**src/rtl/sbg_pkg.sv**
```systemverilog
// Shared command codes for the SDRAM bank guard.
// Assumes the scheduler encodes requests with these values; others act as idle.
package sbg_pkg;
    typedef enum logic [2:0] {
        CMD_NOP  = 3'd0,
        CMD_ACT  = 3'd1,
        CMD_PRE  = 3'd2,
        CMD_PALL = 3'd3,
        CMD_RD   = 3'd4
    } sbg_cmd_e;
endpackage

```
**src/rtl/sbg_bank_timer.sv**
```systemverilog
// Per-bank state: open/idle bit plus down-counters for the read delay,
// the activate-to-activate cycle, and the minimum and maximum open time.
// Assumes every limit is at least 1 cycle. Counters reload on the activate
// edge and count down to zero, where they saturate.
module sbg_bank_timer #(
    parameter int TRCD     = 3,
    parameter int TRC      = 9,
    parameter int TRAS_MIN = 6,
    parameter int TRAS_MAX = 40
) (
    input  logic clk,
    input  logic rst_n,
    input  logic act_i,
    input  logic close_i,
    output logic open_o,
    output logic rcd_ok_o,
    output logic rc_ok_o,
    output logic ras_ok_o,
    output logic overdue_o
);
    localparam int RCD_W = $clog2(TRCD + 1);
    localparam int RC_W  = $clog2(TRC + 1);
    localparam int MIN_W = $clog2(TRAS_MIN + 1);
    localparam int MAX_W = $clog2(TRAS_MAX + 1);

    logic             open_q;
    logic [RCD_W-1:0] rcd_q;
    logic [RC_W-1:0]  rc_q;
    logic [MIN_W-1:0] rmin_q;
    logic [MAX_W-1:0] rmax_q;

    // Track open state and run the four window counters.
    always_ff @(posedge clk) begin
        if (!rst_n) begin
            open_q <= 1'b0;
            rcd_q  <= '0;
            rc_q   <= '0;
            rmin_q <= '0;
            rmax_q <= '0;
        end else if (act_i) begin
            open_q <= 1'b1;
            rcd_q  <= RCD_W'(TRCD - 1);
            rc_q   <= RC_W'(TRC - 1);
            rmin_q <= MIN_W'(TRAS_MIN - 1);
            rmax_q <= MAX_W'(TRAS_MAX);
        end else begin
            if (close_i) open_q <= 1'b0;
            if (rcd_q  != '0) rcd_q  <= rcd_q  - 1'b1;
            if (rc_q   != '0) rc_q   <= rc_q   - 1'b1;
            if (rmin_q != '0) rmin_q <= rmin_q - 1'b1;
            if (rmax_q != '0) rmax_q <= rmax_q - 1'b1;
        end
    end

    // Expose the window status to the command gate.
    always_comb begin
        open_o    = open_q;
        rcd_ok_o  = (rcd_q == '0);
        rc_ok_o   = (rc_q == '0);
        ras_ok_o  = (rmin_q == '0);
        overdue_o = open_q && (rmax_q == '0);
    end
endmodule

```
**src/rtl/sbg_rrd_timer.sv**
```systemverilog
// Shared activate spacing counter across all banks.
// Assumes TRRD >= 1; it reloads on every accepted activate.
module sbg_rrd_timer #(
    parameter int TRRD = 2
) (
    input  logic clk,
    input  logic rst_n,
    input  logic act_i,
    output logic rrd_ok_o
);
    localparam int W = $clog2(TRRD + 1);
    logic [W-1:0] cnt_q;

    // Reload on activate, otherwise count down to zero.
    always_ff @(posedge clk) begin
        if (!rst_n)             cnt_q <= '0;
        else if (act_i)         cnt_q <= W'(TRRD - 1);
        else if (cnt_q != '0)   cnt_q <= cnt_q - 1'b1;
    end

    // Another activate may go once the count is spent.
    always_comb rrd_ok_o = (cnt_q == '0);
endmodule

```
**src/rtl/sbg_cmd_encoder.sv**
```systemverilog
// Registers the accepted command onto the SDRAM control and address pins.
// Assumes COL_W <= AP_BIT < ROW_W; idle is driven for anything not accepted.
module sbg_cmd_encoder
    import sbg_pkg::*;
#(
    parameter int ROW_W  = 11,
    parameter int COL_W  = 8,
    parameter int BANK_W = 2,
    parameter int AP_BIT = 10
) (
    input  logic              clk,
    input  logic              rst_n,
    input  sbg_cmd_e          cmd_i,
    input  logic [BANK_W-1:0] bank_i,
    input  logic [ROW_W-1:0]  addr_i,
    output logic              ras_n_o,
    output logic              cas_n_o,
    output logic              we_n_o,
    output logic [BANK_W-1:0] ba_o,
    output logic [ROW_W-1:0]  addr_o
);
    logic              ras_d, cas_d, we_d;
    logic [BANK_W-1:0] ba_d;
    logic [ROW_W-1:0]  addr_d;

    // Map the accepted command onto the strobe levels and address bits.
    always_comb begin
        ras_d  = 1'b1;
        cas_d  = 1'b1;
        we_d   = 1'b1;
        ba_d   = '0;
        addr_d = '0;
        unique case (cmd_i)
            CMD_ACT: begin
                ras_d  = 1'b0;
                ba_d   = bank_i;
                addr_d = addr_i;
            end
            CMD_PRE: begin
                ras_d = 1'b0;
                we_d  = 1'b0;
                ba_d  = bank_i;
            end
            CMD_PALL: begin
                ras_d          = 1'b0;
                we_d           = 1'b0;
                addr_d[AP_BIT] = 1'b1;
            end
            CMD_RD: begin
                cas_d             = 1'b0;
                ba_d              = bank_i;
                addr_d[COL_W-1:0] = addr_i[COL_W-1:0];
            end
            default: ;
        endcase
    end

    // Hold the pins in registers so they change only on a clock edge.
    always_ff @(posedge clk) begin
        if (!rst_n) begin
            ras_n_o <= 1'b1;
            cas_n_o <= 1'b1;
            we_n_o  <= 1'b1;
            ba_o    <= '0;
            addr_o  <= '0;
        end else begin
            ras_n_o <= ras_d;
            cas_n_o <= cas_d;
            we_n_o  <= we_d;
            ba_o    <= ba_d;
            addr_o  <= addr_d;
        end
    end
endmodule

```
**src/rtl/sdram_bank_guard.sv**
```systemverilog
// Top of the SDRAM bank guard. Decides each cycle whether the requested
// command meets every open-state and timing rule, updates the bank timers
// on acceptance and hands the command to the pin encoder.
// Assumes the scheduler holds a refused request until req_ready is seen.
module sdram_bank_guard
    import sbg_pkg::*;
#(
    parameter int TRCD     = 3,
    parameter int TRC      = 9,
    parameter int TRRD     = 2,
    parameter int TRAS_MIN = 6,
    parameter int TRAS_MAX = 40,
    parameter int ROW_W    = 11,
    parameter int COL_W    = 8,
    parameter int AP_BIT   = 10
) (
    input  logic             clk,
    input  logic             rst_n,
    input  logic [2:0]       req_cmd,
    input  logic [1:0]       req_bank,
    input  logic [ROW_W-1:0] req_addr,
    output logic             req_ready,
    output logic             ras_n,
    output logic             cas_n,
    output logic             we_n,
    output logic [1:0]       ba,
    output logic [ROW_W-1:0] addr,
    output logic [3:0]       open_viol
);
    localparam int NBANK  = 4;
    localparam int BANK_W = $clog2(NBANK);

    logic [NBANK-1:0] open_v, rcd_ok_v, rc_ok_v, ras_ok_v;
    logic [NBANK-1:0] act_v, close_v;
    logic             rrd_ok;
    logic             ready;
    sbg_cmd_e         cmd_acc;

    // Gate the request against the state of its bank and the shared window.
    always_comb begin
        unique case (req_cmd)
            3'(CMD_ACT):  ready = !open_v[req_bank] && rc_ok_v[req_bank] && rrd_ok;
            3'(CMD_PRE):  ready = !open_v[req_bank] || ras_ok_v[req_bank];
            3'(CMD_PALL): ready = &(~open_v | ras_ok_v);
            3'(CMD_RD):   ready = open_v[req_bank] && rcd_ok_v[req_bank];
            default:      ready = 1'b1;
        endcase
    end

    // Reduce the request to the command actually issued this edge.
    always_comb begin
        cmd_acc = CMD_NOP;
        if (ready) begin
            unique case (req_cmd)
                3'(CMD_ACT):  cmd_acc = CMD_ACT;
                3'(CMD_PRE):  cmd_acc = CMD_PRE;
                3'(CMD_PALL): cmd_acc = CMD_PALL;
                3'(CMD_RD):   cmd_acc = CMD_RD;
                default:      cmd_acc = CMD_NOP;
            endcase
        end
    end

    always_comb req_ready = ready;

    generate
        for (genvar b = 0; b < NBANK; b++) begin : g_bank
            // Per-bank load and close strobes from the issued command.
            always_comb begin
                act_v[b]   = (cmd_acc == CMD_ACT) && (req_bank == BANK_W'(b));
                close_v[b] = (cmd_acc == CMD_PALL) ||
                             ((cmd_acc == CMD_PRE) && (req_bank == BANK_W'(b)));
            end

            sbg_bank_timer #(
                .TRCD(TRCD), .TRC(TRC), .TRAS_MIN(TRAS_MIN), .TRAS_MAX(TRAS_MAX)
            ) u_bank (
                .clk       (clk),
                .rst_n     (rst_n),
                .act_i     (act_v[b]),
                .close_i   (close_v[b]),
                .open_o    (open_v[b]),
                .rcd_ok_o  (rcd_ok_v[b]),
                .rc_ok_o   (rc_ok_v[b]),
                .ras_ok_o  (ras_ok_v[b]),
                .overdue_o (open_viol[b])
            );
        end
    endgenerate

    sbg_rrd_timer #(.TRRD(TRRD)) u_rrd (
        .clk      (clk),
        .rst_n    (rst_n),
        .act_i    (cmd_acc == CMD_ACT),
        .rrd_ok_o (rrd_ok)
    );

    sbg_cmd_encoder #(
        .ROW_W(ROW_W), .COL_W(COL_W), .BANK_W(BANK_W), .AP_BIT(AP_BIT)
    ) u_enc (
        .clk     (clk),
        .rst_n   (rst_n),
        .cmd_i   (cmd_acc),
        .bank_i  (req_bank),
        .addr_i  (req_addr),
        .ras_n_o (ras_n),
        .cas_n_o (cas_n),
        .we_n_o  (we_n),
        .ba_o    (ba),
        .addr_o  (addr)
    );
endmodule

```
**config.mk**
```make
export PLATFORM = sky130hd
export DESIGN_NAME = sdram_bank_guard
export DESIGN_NICKNAME = d
export VERILOG_FILES = /design/src/rtl/sbg_pkg.sv /design/src/rtl/sbg_bank_timer.sv /design/src/rtl/sbg_rrd_timer.sv /design/src/rtl/sbg_cmd_encoder.sv /design/src/rtl/sdram_bank_guard.sv
export SDC_FILE = /design/constraint.sdc
export NUM_CORES = 1
export LEC_CHECK = 0
export CORE_MARGIN = 4
export CORE_UTILIZATION = 30
export CTS_CLUSTER_SIZE = 28
export DETAILED_ROUTE_END_ITERATION = 10
export GPL_TIMING_DRIVEN = 0
export PLACE_DENSITY = 0.48
export SLEW_MARGIN = 25
export SYNTH_ARGS = -nofsm -noshare
export SYNTH_HDL_FRONTEND = slang
export SYNTH_SLANG_ARGS = --single-unit
```
**constraint.sdc**
```tcl
create_clock -name clk -period 6.6 [get_ports clk]
set_input_delay 0.99 -clock clk [delete_from_list [all_inputs] [get_ports clk]]
set_output_delay 0.99 -clock clk [all_outputs]
set_load 0.01 [all_outputs]
```
# Yosys cells after proc, flatten, opt, wreduce, memory -nomap -nowiden
# Cells that the tools add are included.
# totals
output_inout_bits,21
register_bits,82
latchBits,0
ramBits,0
n_memories,0
in_bits,18
elab_cells,224
romBits,0
# op_classes
n_div,0
n_mux,57
eq_ne,11
n_bitwise,3
shifts,0
n_addsub,17
multipliers,0
reduce_logical,90
magnitude_cmp,1
# op_table
cell,count
nonzero test 2 bit,26
two-way mux 6 bit,8
two-way mux 4 bit,8
two-way mux 3 bit,9
zero test 6 bit,4
nonzero test 6 bit,4
subtractor 6 x 1 -> 6 bit (second input constant),4
two-way mux 1 bit,17
zero test 4 bit,4
two-way mux 2 bit,8
nonzero test 4 bit,4
subtractor 4 x 1 -> 4 bit (second input constant),4
logical AND 1 bit,15
OR reduction 2 bit,7
== test 3 x 2 -> 1 bit (second input constant),4
zero test 2 bit,6
zero test 3 bit,4
one-hot mux 3 bit (4 select lines),1
nonzero test 3 bit,4
subtractor 3 x 1 -> 3 bit (second input constant),4
subtractor 2 x 1 -> 2 bit (second input constant),5
binary-select mux 1 bit (select 2 bit),4
== test 3 x 1 -> 1 bit (second input constant),2
== test 3 bit (second input constant),2
other kinds (13),21

# Longest topological paths before layout
# Gate-level depths: netlist of the first run.
# logic_depth
depth_word,12
depth_mapped,9
mapped_depth_nobuf,7

# Cells and area by module
# From an unflattened synthesis of the first run, not the netlist that was laid out.
# unflattened
hier_cells,402
area_unflattened_um2,3893.7
# by_module_without_submodules
mod,area_per_inst_um2,n_inst,seq_area_each_um2,cells_per_inst
sbg_bank_timer,735.7,4,320.3,75
sbg_cmd_encoder,499.2,1,320.3,41
sdram_bank_guard,337.8,1,0.0,50
sbg_rrd_timer,113.9,1,40.0,11

# Worst setup path before layout of the first run
# OpenSTA, ideal clock, no wires.
# synth_path
path_type,input port to output port
startpoint,input req_bank[0]
endpoint,output req_ready
stages,6
n_path_buf,1
setup_slack_ps,3005
required_time_ps,5610
t_arrival_ps,2605
cell_sequence,clkbuf_1 -> mux4_2 -> a311oi_2 -> nand2_2 -> nand4_2 -> o21bai_1
# synth_via
elab_chain_cells,6
word_cells_on_any_way,14
classes_between,mux (9); reduce/logical (5)
# synth_lines
item,line_no,text
"start, declared",sdram_bank_guard.sv:20,"input logic [1:0] req_bank,"
binary-select mux 1 bit (select 2 bit),"sdram_bank_guard.sv:42, sdram_bank_guard.sv:43, sdram_bank_guard.sv:45",
two-way mux 1 bit (not written as such),"sdram_bank_guard.sv:42, sdram_bank_guard.sv:43, sdram_bank_guard.sv:45",
zero test 1 bit,"sdram_bank_guard.sv:42, sdram_bank_guard.sv:43",
logical AND 1 bit (2 in series),sdram_bank_guard.sv:42,3'(CMD_ACT): ready = !open_v[req_bank] && rc_ok_v[req_bank] && rrd_ok;
one-hot mux 1 bit (4 select lines) (*),sdram_bank_guard.sv:41,unique case (req_cmd)
"end, declared",sdram_bank_guard.sv:22,"output logic req_ready,"
# Mark *: on every way between the ends. The rest lies on a longest branch, timed or not. The select of a mux whose other input is x is not followed.

# Final worst setup path of the first run
# Ends and elaborated chain as after synthesis.

==> results of run 1 <==
path summary, 6_finish.rpt:
kind                                                from                                       to  cells past startpoint
setup reg to reg   g_bank[3].u_bank.rc_q[0]$_SDFFE_PP0P_  g_bank[0].u_bank.rmax_q[2]$_SDFFE_PP0P_                      8
hold / removal    g_bank[2].u_bank.rcd_q[0]$_SDFFE_PP0P_   g_bank[2].u_bank.rcd_q[0]$_SDFFE_PP0P_                      1
setup / recovery                             req_bank[0]                                req_ready                      8
hold reg to reg   g_bank[2].u_bank.rcd_q[0]$_SDFFE_PP0P_   g_bank[2].u_bank.rcd_q[0]$_SDFFE_PP0P_                      1
stage by stage:
stage / setup WS (ns) / cells / total power, mW
3_3_place_gp: 1.49 / 598 / 1.50
6_report: 1.48 / 614 / 1.99
4_1_cts: 1.48 / 614 / 2.02
2_1_floorplan: 3.01 / 394 / 1.36
3_5_place_dp: 1.49 / 598 / 1.53
5_1_grt: 1.23 / 614 / 2.19
worst reg2reg max path: cells and delay by family (launching register included):
family	cells	cell delay (ns)
adders and majority gates	1	0.16
and+or+nand+nor	4	1.19
buffers and inverters	2	0.28
AOI/OAI and AO/OA	1	0.74
DFF	1	0.33
cell families after synthesis:
group / Yosys count / share of synthesized area [%]
adder cells (fa/ha/maj): 21 / 7.05
flip-flops: 82 / 44.1
AND/OR/NAND/NOR: 138 / 21.2
AO/OA/AOI/OAI: 74 / 14.0
buffers and inverters: 47 / 5.17
XOR/XNOR: 22 / 5.17
multiplexers: 10 / 3.36
power groups by stage:
stage | clock network (mW) | registers, mW | logic [mW]
floorplan | 0 | 0.713 | 0.651
global placement | 0 | 0.727 | 0.777
finish | 0.470 | 0.723 | 0.797
detailed placement | 0 | 0.733 | 0.799
CTS | 0.487 | 0.723 | 0.809
global route | 0.513 | 0.747 | 0.932
cell usage after synthesis, types with 11 or more instances:
master / n
a21oi_1: 16
xnor2_1: 16
a21boi_0: 16
clkbuf_1: 12
nor3_1: 16
nor2_1: 34
ha_1: 21
and2_1: 12
inv_1: 30
dfxtp_1: 82
nand2_1: 11
sequential cells by signal, summed over array words and instances (netlist names):
name                  flops
g_bank.u_bank.open_o      4
g_bank.u_bank.rc_q       16
g_bank.u_bank.rcd_q       8
g_bank.u_bank.rmax_q     24
g_bank.u_bank.rmin_q     12
u_enc.addr_o             11
u_enc.ba_o                2
u_enc.cas_n_o             1
u_enc.ras_n_o             1
u_enc.we_n_o              1
u_rrd.cnt_q               2
per-layer routing:
metal / up-vias / track usage (%)
met2: 40 / 18.4
met3: 13 / 2.52
li1: 1463 / -
met4: 0 / 5.87
met1: 1321 / 15.6
met5: - / 0
area by class of cell:
type / count / area [um2]
fill: 1225 / 7460
multi-input combinational: 265 / 1910
sequential: 82 / 1640
timing repair buffer: 36 / 360
clock buffer: 14 / 274
tap: 168 / 210
inverter: 30 / 113
buffer: 17 / 80.1
clock inverter: 2 / 10.0
==> metrics.md, run 1 <==
| Metric | Value |
|---|---|
| Crit path kind | `input pin to output pin` |
| Hold Fails Final Rpt | `0` |
| Layout cells sized above 1 | `8.30%` |
| Port Buffers | `36` |
| Flops & latches, synth | `82` |
| Num CTS Buffers | `9` |
| Synth unique cells | `45` |
| Most frequent cells in the layout | `dfxtp_1, clkdlybuf4s50_1, nor2_1` |
| Area contributors post-synth | `dfxtp_1, ha_1, xnor2_1` |
| Cell mode on critical path | `clkdlybuf4s50_1` |
| Initial Util | `30.9%` |
| Die ar. | `14300 um2` |
| Post-route ant nets | `0` |
| Peak supply drop | `0.114 mV` |
| Routed WL | `7700 um` |
| Post-Syn Area | `around 3700 um2` |
| Max incr delay on CP | `0.65 ns` |
| Area delta synth->final | `23.4%` |
| Clock sinks | `82` |
| Top delay family on crit path | `buffers and inverters` |
| Outcome | `complete, no violations` |
| Gr usage total | `11.9%` |
| Top_reg_cell synth | `dfxtp_1` |
| Drt drc | `0` |
| Crit path time final | `slightly above 5 ns` |
| Largest net degree at the start of global routing | `13` |
| Antenna cells | `0` |
| Max Fclk | `0.195 GHz` |
| First-pass GRT wire length | `13600 um` |
| Worst rel slew slack | `between 30% and 40%` |
| Post_cts resized | `0` |
| First-pass iteration count of the detailed router | `4` |
| Vias/cell | `4.62` |
| PwrDens | `433 nW/um2` |
| Placeable Area | `12100 um2` |
| Met2 WL | `3490 um` |
| Worst-Margin Slew | `0.945 ns` |
| RSZ-0062 raised after global routing | `false` |
| Sequential-to-total area share from yosys stat | `~44%` |
| Final setup vio count | `0` |
| WP data required | `5.61 ns` |
| Met1 WL | `3770 um` |
| CTS HTree Levels | `3` |
| Clock tree buffer depth | `2` |
| NetSw | `0.694 mW` |
| CP Capture Type | `output pin` |
| Via count | `2837` |
| Final core utilization | `38.1%` |
| Sequential share of power | `36.3%` |
| Post-DP HPWL | `5580 um` |
| Pint | `1.30 mW` |
| Setup total negative slack | `0 ns` |
| Worst Hold Class | `flip-flop to flip-flop` |
| Top cell type's share of synthesized area | `between 40 and 50%` |
| CTS Root Cell | `clkbuf_16` |
| Post-CTS setup buffer count | `0` |
| LEAKAGE | `about 1.8 nW` |
| Syn Area/Cell | `9.46 um2` |
| Leading area contributor after synthesis | `dfxtp_1` |
| Initial antenna violation count | `0` |
| Sw Share | `34.9%` |
| Placed inst area | `4300 um2` |
| Critical path's slowest cell | `a311oi_2` |
| Maxcap violations | `0` |
| Die Height | `119 um` |
| Final hold slack | `roughly 0.44 ns` |
| Critical-path cell list | `clkdlybuf4s50_1 > clkbuf_1 > mux4_2 > a311oi_2 > nand2_2 > nand4_2 > o21bai_1 > clkdlybuf4s50_1` |
| Mapped Nets | `433` |
| Critical-path maximum fanout | `10` |
| Cts hold-fix bufs | `0` |
| Fin. max-slew vios | `0` |
| Routability cong. | `0.761` |
| Period utilization | `77.6%` |
| Post-synth EDFFs | `0` |
| Reg clk slew, reported paths | `0.06 ns` |
| Comb power frac | `40.0%` |
| Cells after Synth | `394` |
| Met3 wire len | `261 um` |
| Uppermost layer routed | `met4` |
| Ports | `39` |
| Rows | `40` |
| Clk_skew | `0.00524 ns` |
| Skew-Pair Late Insertion Delay | `0.33 ns` |
| CP bufs+invs | `3` |
| Ys async rst share | `0%` |
| Cell area after layout | `4600 um2` |
| Synthesis warning total | `0` |
| Die width | `119 um` |
| Wire per inst | `12.5 um` |
| Drt initial violations | `184` |
| Vias in the first global route | `2761` |
| CTS tree | `built` |
| Nets | `480` |
| Critical Path AT | `4.13 ns` |
| Reg2reg setup slack | `3.75 ns` |
| Startpoint Class | `input pin` |
| Gr ovfl total | `0` |
| Clock power share | `23.6%` |
| Commonest non-fill, non-tap cell in the layout | `dfxtp_1` |
Power figures use the tool's default switching activity.
==> inputs of run 2 (changes only) <==
==> constraint.sdc (replaced) <==
create_clock -name clk -period 4.9 [get_ports clk]
set_input_delay 0.735 -clock clk [delete_from_list [all_inputs] [get_ports clk]]
set_output_delay 0.735 -clock clk [all_outputs]
set_load 0.01 [all_outputs]
==> results of run 2 <==
Same layout as run 1 (identical final DEF). Status: complete, no violations.
Main changes from that run: setup slack after placement 1.49 ns -> 0.303 ns; setup slack after layout 1.48 ns -> 0.288 ns; register-to-register setup slack 3.75 ns -> 2.05 ns; total power 1.99 mW -> 2.68 mW; worst IR drop on VDD 0.114 mV -> 0.154 mV
==> inputs of run 3 (changes only) <==
--- a/config.mk
+++ b/config.mk
@@ -9,9 +9,9 @@
 export CORE_UTILIZATION = 30
 export CTS_CLUSTER_SIZE = 28
 export DETAILED_ROUTE_END_ITERATION = 10
-export GPL_TIMING_DRIVEN = 0
-export PLACE_DENSITY = 0.48
-export SLEW_MARGIN = 25
+export PLACE_DENSITY = 0.47
+export SLEW_MARGIN = 10
 export SYNTH_ARGS = -nofsm -noshare
 export SYNTH_HDL_FRONTEND = slang
+export SYNTH_HIERARCHICAL = 1
 export SYNTH_SLANG_ARGS = --single-unit
==> run 3 against run 2 <==
Net effect:
- final cell count is 1.3% higher
- via count is 2.5% higher
- synthesized cell count is 2.0% higher
- area after synthesis is 4.5% higher
- clock power is 5.5% higher
- setup slack better by 0.61 ns
- utilization is 0.39 points lower
- total power is 5.1% higher
- routed wire length is 4.5% higher
==> metrics.md, run 3 <==
| Metric | Value |
|---|---|
| Outcome | `complete, no violations` |
| Fill count | `about 1300` |
| Post-Syn Area | `3890 um2` |
| Top_reg_cell synth | `dfxtp_1` |
| Hold EP | `g_bank[2].u_bank/rcd_q[0]$_SDFFE_PP0N_` |
| RR Endpoint | `u_enc/addr_o[6]$_SDFF_PN0_` |
| Die ar. | `14900 um2` |
| Biggest regs | `g_bank.u_bank/rmax_q: 24 flops, g_bank.u_bank/rc_q: 16 flops, g_bank.u_bank/rmin_q: 12 flops` |
| Sequential-to-total area share from yosys stat | `around 42%` |
| Startpoint Class | `input pin` |
| CP bufs+invs | `3` |
| Clock power share | `23.7%` |
| Synth unique cells | `between 40 and 50` |
| Crit path time final | `4.00 ns` |
| Critical-path maximum fanout | `15` |
| Drt drc | `0` |
| Setup WS post-layout | `0.897 ns` |
| Critical path's slowest cell | `clkdlybuf4s50_1` |
| Routed WL | `8050 um` |
| Max Fclk | `0.250 GHz` |
| Clock tree buffer depth | `2` |
| Critical Path AT | `3.27 ns` |
| Antenna cells | `0` |
| Crit path kind | `input pin to output pin` |
| Rows | `41` |
| Max reg flops | `24` |
| Wire per inst | `12.9 um` |
| Reg clk slew, reported paths | `0.06 ns` |
| Placed Cells | `606` |
| NetSw | `0.972 mW` |
| Max incr delay on CP | `0.80 ns` |
| Nets | `about 490` |
| Vias/cell | `around 4.7` |
| Top delay family on crit path | `buffers and inverters` |
| Fin. max-slew vios | `0` |
| Worst hold start | `g_bank[2].u_bank/rcd_q[0]$_SDFFE_PP0N_` |
| WP data required | `4.16 ns` |
| Post-CTS setup buffer count | `0` |
| Overall power | `2.82 mW` |
| Sequential share of power | `35.6%` |
| PwrDens | `589 nW/um2` |
| LEAKAGE | `1.80 nW` |
| Placeable Area | `~13000 um2` |
| Synthesis warning total | `6` |
| Post-DP HPWL | `~5900 um` |
| Placed inst area | `4490 um2` |
| Worst Hold Class | `flip-flop to flip-flop` |
| First-pass GRT wire length | `13400 um` |
| Mapped Nets | `442` |
| Flops & latches, synth | `82` |
| Ys async rst share | `0%` |
| Hold Fails Final Rpt | `0` |
| CP Capture Type | `output pin` |
| Leading area contributor after synthesis | `dfxtp_1` |
| Finished Layout Cells | `about 620` |
| Most flop-heavy register | `g_bank.u_bank/rmax_q` |
| Sw Share | `around a third` |
| Skew-Pair Late Insertion Delay | `0.34 ns` |
| RSZ-0062 raised after global routing | `false` |
| Vias in the first global route | `around 2800` |
| RR Startpoint | `g_bank[0].u_bank/rmin_q[1]$_SDFFE_PP0N_` |
| R2R cell count | `9` |
| Place WS | `0.912 ns` |
| Cells after Synth | `about 400` |
| Worst hold stages | `1` |
| Top cell type's share of synthesized area | `between 40 and 50%` |
| Post-synth EDFFs | `0` |
| CTS HTree Levels | `3` |
| Peak supply drop | `0.230 mV` |
| Comb power frac | `between 40% and 50%` |
| Cell area after layout | `4780 um2` |
| Final hold slack | `0.447 ns` |
| Pint | `1.84 mW` |
| Top post-synthesis cells by count | `dfxtp_1, inv_1, nor2b_1, nor2_1, xnor2_1` |
| Setup total negative slack | `0 ns` |
| Area contributors post-synth | `dfxtp_1, ha_1, xnor2_1` |
| Drt initial violations | `78` |
| Cts hold-fix bufs | `0` |
| Reg2reg setup slack | `1.75 ns` |
| Post_cts resized | `0` |
| Die Height | `122 um` |
| Largest net degree at the start of global routing | `21` |
| Layout cells sized above 1 | `11.6%` |
| Worst-Margin Slew | `0.870 ns` |
| Initial antenna violation count | `0` |
| CTS tree | `built` |
| Die width | `122 um` |
| Area delta synth->final | `22.8%` |
| Gr ovfl total | `0` |
| Cell mode on critical path | `clkdlybuf4s50_1` |
| Via count | `2909` |
| Port Buffers | `38` |
| Most frequent cells in the layout | `dfxtp_1, clkdlybuf4s50_1, inv_1` |
| Initial Util | `30.7%` |
| Clock sinks | `82` |
| Period utilization | `81.7%` |
| Gr usage total | `11.4%` |
| Commonest non-fill, non-tap cell in the layout | `dfxtp_1` |
| Final setup vio count | `0` |
| Clk_skew | `0.00736 ns` |
| Post-route ant nets | `0` |
| Ports | `39` |
| Maxcap violations | `0` |
| Worst rel slew slack | `41.9%` |
| Syn Area/Cell | `slightly below 10 um2` |
| Routability cong. | `0.786` |
| CTS Root Cell | `clkbuf_16` |
| Critical-path cell list | `clkdlybuf4s50_1 > nor2_1 > a221oi_1 > a211o_2 > inv_1 > or4_1 > clkdlybuf4s50_1` |
| Final core utilization | `37.7%` |
| Top-count cell post-synth | `dfxtp_1` |
| First-pass iteration count of the detailed router | `4` |
| Num CTS Buffers | `9` |
==> run 3: cell families after synthesis <==
logic type | Yosys count | synth area share (%)
adders and majority gates | 22 | 7.07
xor gates and xnor gates | 23 | 5.17
muxes | 10 | 3.28
DFF | 82 | 42.2
buffers and inverters | 43 | 4.21
and+or+nand+nor | 144 | 23.3
AOI/OAI and AO/OA | 78 | 14.8
==> run 3: how the worst max path moves through the flow <==
stage	cells after the start	endpoint	startpoint	slack [ns]
final	7	req_ready	req_bank[0]	0.90
after global routing	7	req_ready	req_bank[0]	0.73
after CTS	7	req_ready	req_bank[0]	0.91
after detailed placement	7	req_ready	req_bank[0]	0.91
after global placement	7	req_ready	req_bank[0]	0.95
after floorplan	10	u_enc/addr_o[0]$_SDFF_PN0_	g_bank[2].u_bank/rmin_q[0]$_SDFFE_PN0P_	2.15
==> run 3: cell type report <==
cell class	instances	area (um2)	area share, %
timing repair buffer	44	425	8.90
inverter	31	116	2.43
clock buffer	9	225	4.71
sequential	82	1640	34.3
multi-input combinational	277	2090	43.7
tap	172	215	4.50
clock inverter	7	70.1	1.47
==> run 3: power by group through the flow <==
| stage | Combinational, mW | Clock [mW] | Sequential (mW) |
|---|---|---|---|
| 2_1_floorplan | 0.941 | 0 | 0.988 |
| 3_3_place_gp | 1.12 | 0 | 1.01 |
| 3_5_place_dp | 1.15 | 0 | 1.01 |
| 4_1_cts | 1.16 | 0.692 | 1.00 |
| 5_1_grt | 1.30 | 0.721 | 1.03 |
| 6_report | 1.15 | 0.668 | 1.00 |
==> run 3: layer usage <==
layer | routed length [um] | GRT usage (%) | vias to the layer above
li1 | - | - | 1499
met1 | 3900 | 14.4 | 1336
met2 | 3470 | 17.9 | 62
met3 | 501 | 3.16 | 12
met4 | 175 | 6.09 | 0
met5 | 0 | 0 | -
